<file path="config.mk">
export PLATFORM = sky130hd
export DESIGN_NAME = dacif_regfile
export DESIGN_NICKNAME = d
export VERILOG_FILES = /design/src/rtl/dacif_pkg.sv /design/src/rtl/dacif_ctrl_regs.sv /design/src/rtl/dacif_chan_bank.sv /design/src/rtl/dacif_regfile.sv
export SDC_FILE = /design/constraint.sdc
export NUM_CORES = 1
export LEC_CHECK = 0
export BUFFER_PORTS_ARGS = -buffer_cell sky130_fd_sc_hd__buf_2
export CAP_MARGIN = 30
export CORE_MARGIN = 2
export CORE_UTILIZATION = 43
export DETAILED_ROUTE_END_ITERATION = 7
export GPL_ROUTABILITY_DRIVEN = 0
export HOLD_SLACK_MARGIN = 0.15
export PLACE_DENSITY_LB_ADDON = 0.15
export RECOVER_POWER = 25
export SLEW_MARGIN = 15
export SYNTH_ARGS = -nofsm -noshare
export SYNTH_HDL_FRONTEND = slang
export SYNTH_SLANG_ARGS = --single-unit
</file>
<file path="constraint.sdc">
create_clock -name clk -period 11.7 [get_ports clk]
set_input_delay 0.585 -clock clk [delete_from_list [all_inputs] [get_ports clk]]
set_output_delay 0.585 -clock clk [all_outputs]
set_load 0.01 [all_outputs]
</file>
<file path="src/rtl/dacif_pkg.sv">
package dacif_pkg;
  localparam int DW = 16;
  localparam int AW = 5;
  localparam int MONW = 12;

  typedef enum logic [1:0] {
    KIND_MISC  = 2'd0,
    KIND_INPUT = 2'd1,
    KIND_ZERO  = 2'd2,
    KIND_GAIN  = 2'd3
  } reg_kind_e;

  localparam logic [2:0] MISC_CFG  = 3'd0;
  localparam logic [2:0] MISC_MON  = 3'd1;
  localparam logic [2:0] MISC_GPIO = 3'd2;
  localparam logic [2:0] MISC_OFFA = 3'd3;
  localparam logic [2:0] MISC_OFFB = 3'd4;

  localparam logic [DW-1:0] CODE_MID   = 16'h8000;
  localparam logic [DW-1:0] GAIN_UNITY = 16'hFFFF;
endpackage

</file>
<file path="src/rtl/dacif_ctrl_regs.sv">
module dacif_ctrl_regs
  import dacif_pkg::*;
(
  input  logic            clk,
  input  logic            rst,
  input  logic            reset_sel,
  input  logic            wr_en,
  input  logic [2:0]      wr_sel,
  input  logic [DW-1:0]   wdata,
  output logic [DW-1:0]   cfg_q,
  output logic [MONW-1:0] mon_q,
  output logic            gpio_q,
  output logic [DW-1:0]   off_a_q,
  output logic [DW-1:0]   off_b_q
);
  localparam logic [DW-1:0] ZERO_W = '0;
  logic mon_ok;
  assign mon_ok = ($countones(wdata[DW-1:DW-MONW]) <= 1);

  always_ff @(posedge clk) begin
    if (rst) begin
      cfg_q   <= ZERO_W;
      mon_q   <= '0;
      gpio_q  <= 1'b1;
      off_a_q <= reset_sel ? CODE_MID : ZERO_W;
      off_b_q <= reset_sel ? CODE_MID : ZERO_W;
    end else if (wr_en) begin
      case (wr_sel)
        MISC_CFG:  cfg_q   <= wdata;
        MISC_MON:  if (mon_ok) mon_q <= wdata[DW-1:DW-MONW];
        MISC_GPIO: gpio_q  <= wdata[DW-1];
        MISC_OFFA: off_a_q <= wdata;
        MISC_OFFB: off_b_q <= wdata;
        default: ;
      endcase
    end
  end


  mon_onehot_chk: assert property (@(posedge clk) disable iff (rst) $onehot0(mon_q));

  gpio_wr_chk: assert property (@(posedge clk) disable iff (rst)
    (wr_en && wr_sel == MISC_GPIO) |=> (gpio_q == $past(wdata[DW-1])));

  offa_wr_chk: assert property (@(posedge clk) disable iff (rst)
    (wr_en && wr_sel == MISC_OFFA) |=> (off_a_q == $past(wdata)));
endmodule

</file>
<file path="src/rtl/dacif_chan_bank.sv">
module dacif_chan_bank
  import dacif_pkg::*;
#(
  parameter int NCH = 8,
  localparam int CW = 3
) (
  input  logic              clk,
  input  logic              rst,
  input  logic              reset_sel,
  input  logic              async_mode,
  input  logic              load_n,
  input  logic              wr_en,
  input  reg_kind_e         wr_kind,
  input  logic [CW-1:0]     wr_ch,
  input  logic [DW-1:0]     wdata,
  input  reg_kind_e         rd_kind,
  input  logic [CW-1:0]     rd_ch,
  output logic [DW-1:0]     rd_word,
  output logic [NCH*DW-1:0] dac_code
);
  logic [DW-1:0] in_q   [NCH];
  logic [DW-1:0] zero_q [NCH];
  logic [DW-1:0] gain_q [NCH];
  logic [DW-1:0] data_q [NCH];
  logic [DW-1:0] lat_q  [NCH];
  logic [DW-1:0] rst_code;
  logic          lat_open;

  assign rst_code = reset_sel ? CODE_MID : '0;
  assign lat_open = async_mode || !load_n;

  always_ff @(posedge clk) begin
    for (int i = 0; i < NCH; i++) begin
      if (rst) begin
        in_q[i]   <= rst_code;
        zero_q[i] <= '0;
        gain_q[i] <= GAIN_UNITY;
        data_q[i] <= rst_code;
        lat_q[i]  <= rst_code;
      end else begin
        if (wr_en && wr_ch == CW'(i)) begin
          case (wr_kind)
            KIND_INPUT: in_q[i]   <= wdata;
            KIND_ZERO:  zero_q[i] <= wdata;
            KIND_GAIN:  gain_q[i] <= wdata;
            default: ;
          endcase
        end
        data_q[i] <= in_q[i];
        if (lat_open) lat_q[i] <= data_q[i];
      end
    end
  end

  always_comb begin
    rd_word = '0;
    if (int'(rd_ch) < NCH) begin
      case (rd_kind)
        KIND_INPUT: rd_word = in_q[rd_ch];
        KIND_ZERO:  rd_word = zero_q[rd_ch];
        KIND_GAIN:  rd_word = gain_q[rd_ch];
        default:    rd_word = '0;
      endcase
    end
  end

  for (genvar g = 0; g < NCH; g++) begin : g_out
    assign dac_code[g*DW +: DW] = lat_q[g];


    sync_hold_chk: assert property (@(posedge clk) disable iff (rst)
      (!async_mode && load_n) |=> $stable(lat_q[g]));

    data_follow_chk: assert property (@(posedge clk) disable iff (rst)
      (wr_en && wr_kind == KIND_INPUT && wr_ch == CW'(g)) |=> ##1 (data_q[g] == $past(wdata, 2)));

    async_path_chk: assert property (@(posedge clk) disable iff (rst)
      (async_mode && wr_en && wr_kind == KIND_INPUT && wr_ch == CW'(g))
        |-> ##3 (lat_q[g] == $past(wdata, 3)));
  end
endmodule

</file>
<file path="src/rtl/dacif_regfile.sv">
module dacif_regfile
  import dacif_pkg::*;
#(
  parameter int NCH = 8
) (
  input  logic              clk,
  input  logic              rst,
  input  logic              reset_sel,
  input  logic              load_n,
  input  logic              cs_n,
  input  logic              rw,
  input  logic [4:0]        addr,
  input  logic [15:0]       wdata,
  output logic [15:0]       rd_data,
  output logic              rd_en,
  output logic [NCH*16-1:0] dac_code,
  output logic [15:0]       offset_a,
  output logic [15:0]       offset_b,
  output logic [11:0]       mon_sel,
  output logic              mon_en,
  output logic              gpio_drive_low
);
  logic            async_q;
  logic            wr_go, rd_go;
  reg_kind_e       kind;
  logic [DW-1:0]   cfg_q, bank_word, rd_mux;
  logic [MONW-1:0] mon_q;
  logic            gpio_q;

  assign kind  = reg_kind_e'(addr[4:3]);
  assign wr_go = !cs_n && !rw;
  assign rd_go = !cs_n && rw;

  always_ff @(posedge clk) begin
    if (rst) async_q <= !load_n;
  end

  dacif_ctrl_regs u_ctrl (
    .clk(clk), .rst(rst), .reset_sel(reset_sel),
    .wr_en(wr_go && kind == KIND_MISC), .wr_sel(addr[2:0]), .wdata(wdata),
    .cfg_q(cfg_q), .mon_q(mon_q), .gpio_q(gpio_q),
    .off_a_q(offset_a), .off_b_q(offset_b)
  );

  dacif_chan_bank #(.NCH(NCH)) u_bank (
    .clk(clk), .rst(rst), .reset_sel(reset_sel), .async_mode(async_q),
    .load_n(load_n), .wr_en(wr_go), .wr_kind(kind), .wr_ch(addr[2:0]),
    .wdata(wdata), .rd_kind(kind), .rd_ch(addr[2:0]),
    .rd_word(bank_word), .dac_code(dac_code)
  );

  always_comb begin
    rd_mux = bank_word;
    if (kind == KIND_MISC) begin
      case (addr[2:0])
        MISC_CFG:  rd_mux = cfg_q;
        MISC_MON:  rd_mux = {mon_q, 4'b0000};
        MISC_GPIO: rd_mux = {gpio_q, 15'b0};
        MISC_OFFA: rd_mux = offset_a;
        MISC_OFFB: rd_mux = offset_b;
        default:   rd_mux = '0;
      endcase
    end
  end

  always_ff @(posedge clk) begin
    if (rst) begin
      rd_data <= '0;
      rd_en   <= 1'b0;
    end else begin
      rd_data <= rd_go ? rd_mux : '0;
      rd_en   <= rd_go;
    end
  end

  assign mon_sel        = mon_q;
  assign mon_en         = |mon_q;
  assign gpio_drive_low = !gpio_q;


  rd_en_src_chk: assert property (@(posedge clk) disable iff (rst)
    rd_en |-> $past(!cs_n && rw));

  rd_idle_chk: assert property (@(posedge clk) disable iff (rst)
    !rd_en |-> (rd_data == 16'h0000));
endmodule

</file>
==> run metrics <==
outcome finished with violations; failing checks max-capacitance violations, max-slew violations; DRT Wirelength slightly above 80 mm; Final Hold Vio Count 0; core area about 0.067 sq mm; filler cell count between 5,000 and 6,000; period utilisation layout just over 50%; syn_area_per_cell between 10 and 15 sq um; HP Class input pin to flip-flop; crit path launch type input pin; latest clock arrival within the worst-skew pair 0.62 ns; fin. max-slew vios about 440; Post-Syn Instances roughly 2,100; CTS tree yes; Fin Hold WS roughly 0.27 ns; Starting DRT DRC Count between 1,500 and 2,000; worst-path maximum fanout roughly 80; Via density 5.448; share of cells above drive strength 1 approximately a quarter; post-synthesis cell area just under 0.03 sq mm; pwr dens approximately 170 mW/mm^2; row count 95; initial antenna violation count 1; drt first pass iters 6; Clock transition at path regs ~0.060 ns; final setup vio count 0; most numerous cell in the Yosys netlist edfxtp_1; Yosys top cell area share approximately 55%; Post-synth EDFFs approximately 530; GRT Resource Usage Total a little under a quarter; TritonCTS Sinks 719; CTS root buf clkbuf_16; ranking of synthesized cells by area edfxtp_1 55%, dfxtp_1 13%, mux4_2 4.6%; Area Growth Syn to Fin 14.25%; vias in the first global route between 15,000 and 20,000; DR DRC count 0; Clock Skews between 0.03 and 0.04 ns; fin nets ~2,300; peak supply drop 0.1015 mV; largest net degree at the start of global routing 130; CTS hold repair buffers 0; total global routing overflow 0; Netlist cell types 69; Rel. slew slack -148.6%; num ports 218; fmax between 0.15 and 0.2 GHz; Synth Register Bits approximately 720; CP arrival about 6.3 ns; H-tree depth 3; FF-to-FF setup slack 7.12 ns; post-place setup slack approximately 6.6 ns; final setup margin roughly 5.6 ns; cts bufs inserted between 70 and 80; leading area contributor after synthesis edfxtp_1; Die Area around 0.07 sq mm; post-CTS setup buffers 0; Vias approximately 18,000; Mapped Nets 2,166; Leak Pwr between 10 and 15 nW; Synth Warn # 0; Max-Cap Viols 9; top_reg_cell synth edfxtp_1; first-pass GRT wire length 119.6 mm; DIE HEIGHT 264.1 um; final setup TNS 0 ns; PortBufs 217; Worst setup EP type flip-flop; # resized after CTS 0; DIE WIDTH ~260 um; Min Clock Period, post-route 6.078 ns; drt wl/cell about 26 um; antenna viol nets, final 0; DP HPWL around 55 mm; CTS max path bufs 3; RSZ-0062 raised after global routing false; critical path class input pin to flip-flop; Initial Utilization 43.38%; register area share after synthesis between 60 and 70%; worst path required time between 10 and 15 ns; Async SR Flop Fraction 0%; Worst-Margin Slew about 3.7 ns; top cells by count, synth 529 x edfxtp_1, 276 x nor2_1, 190 x dfxtp_1
-- critical path, stage by stage --
cell,delay (ns)
clkbuf_1,2.56
clkbuf_1,2.26
nand2b_1,0.83
-- cells by family (layout without fill, tap and decap cells) --
| kind of cell | Yosys count | count (layout) | share of synthesized area (%) |
|---|---|---|---|
| AO/OA/AOI/OAI | 196 | 196 | 4.595 |
| multiplexers | 160 | 160 | 8.377 |
| other | 0 | 1 | 0 |
| buffers and inverters | 205 | 432 | 3.205 |
| AND/OR/NAND/NOR | 825 | 825 | 15.21 |
| adder cells (fa/ha/maj) | 17 | 17 | 0.9121 |
| flip-flops | 719 | 719 | 67.71 |
-- power breakdown --
part	total (mW)	internal, mW	leakage (nW)	switching (mW)
sequential	2.93	2.88	6.92	0.0553
clock	2.32	1.34	1.19	0.988
combinational	0.448	0.155	4.20	0.293
-- through the flow --
stage                     util [%]  total power [mW]  std cells  area, sq um
after floorplan                  -             3.229       2122        29080
after global placement       45.76             3.415       3069        30680
after detailed placement     45.98             3.431       3078        30830
after CTS                    49.59             5.741       3216        33240
after global routing         49.56             5.889       3222        33220
final                        49.56             5.704       3223        33220
-- final timing paths --
kind                                     start                                to  cells after the start
setup / recovery                           rst  u_bank.in_q[3][12]$_SDFFCE_PN0P_                      3
hold / removal                          load_n                 async_q$_DFFE_PP_                      2
setup reg to reg             async_q$_DFFE_PP_     u_bank.lat_q[1][31]$_DFFE_PP_                      6
hold reg to reg   u_ctrl.cfg_q[5]$_SDFFE_PP0P_      u_ctrl.cfg_q[5]$_SDFFE_PP0P_                      2
-- metal layers --
layer  up-vias  global-route usage (%)  wire length, um
met4         4                   10.80             3615
met2       785                   36.46            37800
met3       162                   6.227             7229
met5         -                       0               46
li1       7826                       -                -
met1      8783                   31.10            33600
-- layout make-up --
cell class | instances | area [sq um] | share of cell area (%)
timing repair buffer | 253 | 1400 | 4.214
clock buffer | 107 | 2193 | 6.602
multi-input combinational | 1198 | 8471 | 25.50
antenna | 1 | 2.502 | 0.007532
clock inverter | 31 | 222.7 | 0.6703
tap | 873 | 1092 | 3.288
inverter | 41 | 153.9 | 0.4632
sequential | 719 | 19690 | 59.26
-- registers in the layout, indices dropped and copies added (netlist names), 12 cells and up --
signal          flops
u_bank.data_q     128
u_bank.gain_q     128
u_bank.in_q       128
u_bank.lat_q      128
u_bank.zero_q     128
rd_data            16
u_ctrl.cfg_q       16
u_ctrl.off_a_q     16
u_ctrl.off_b_q     16
u_ctrl.mon_q       12
-- placed cells by master (no fill, tap or decap), types with 19 or more instances in the layout --
cell type  count
nand2b_1      40
nand2_1       70
nor2b_1      124
o22ai_1       19
dfxtp_1      190
a21o_1        26
mux2i_1       57
inv_1         40
mux2_2        35
a21oi_1       42
o21ai_0       29
or2_2        117
clkbuf_16     80
nor2_1       276
buf_2        180
edfxtp_1     529
mux4_2        60
and2_1        26
clkbuf_1      63
and2_0        96
Note: power is estimated with default switching activity, not from simulation.
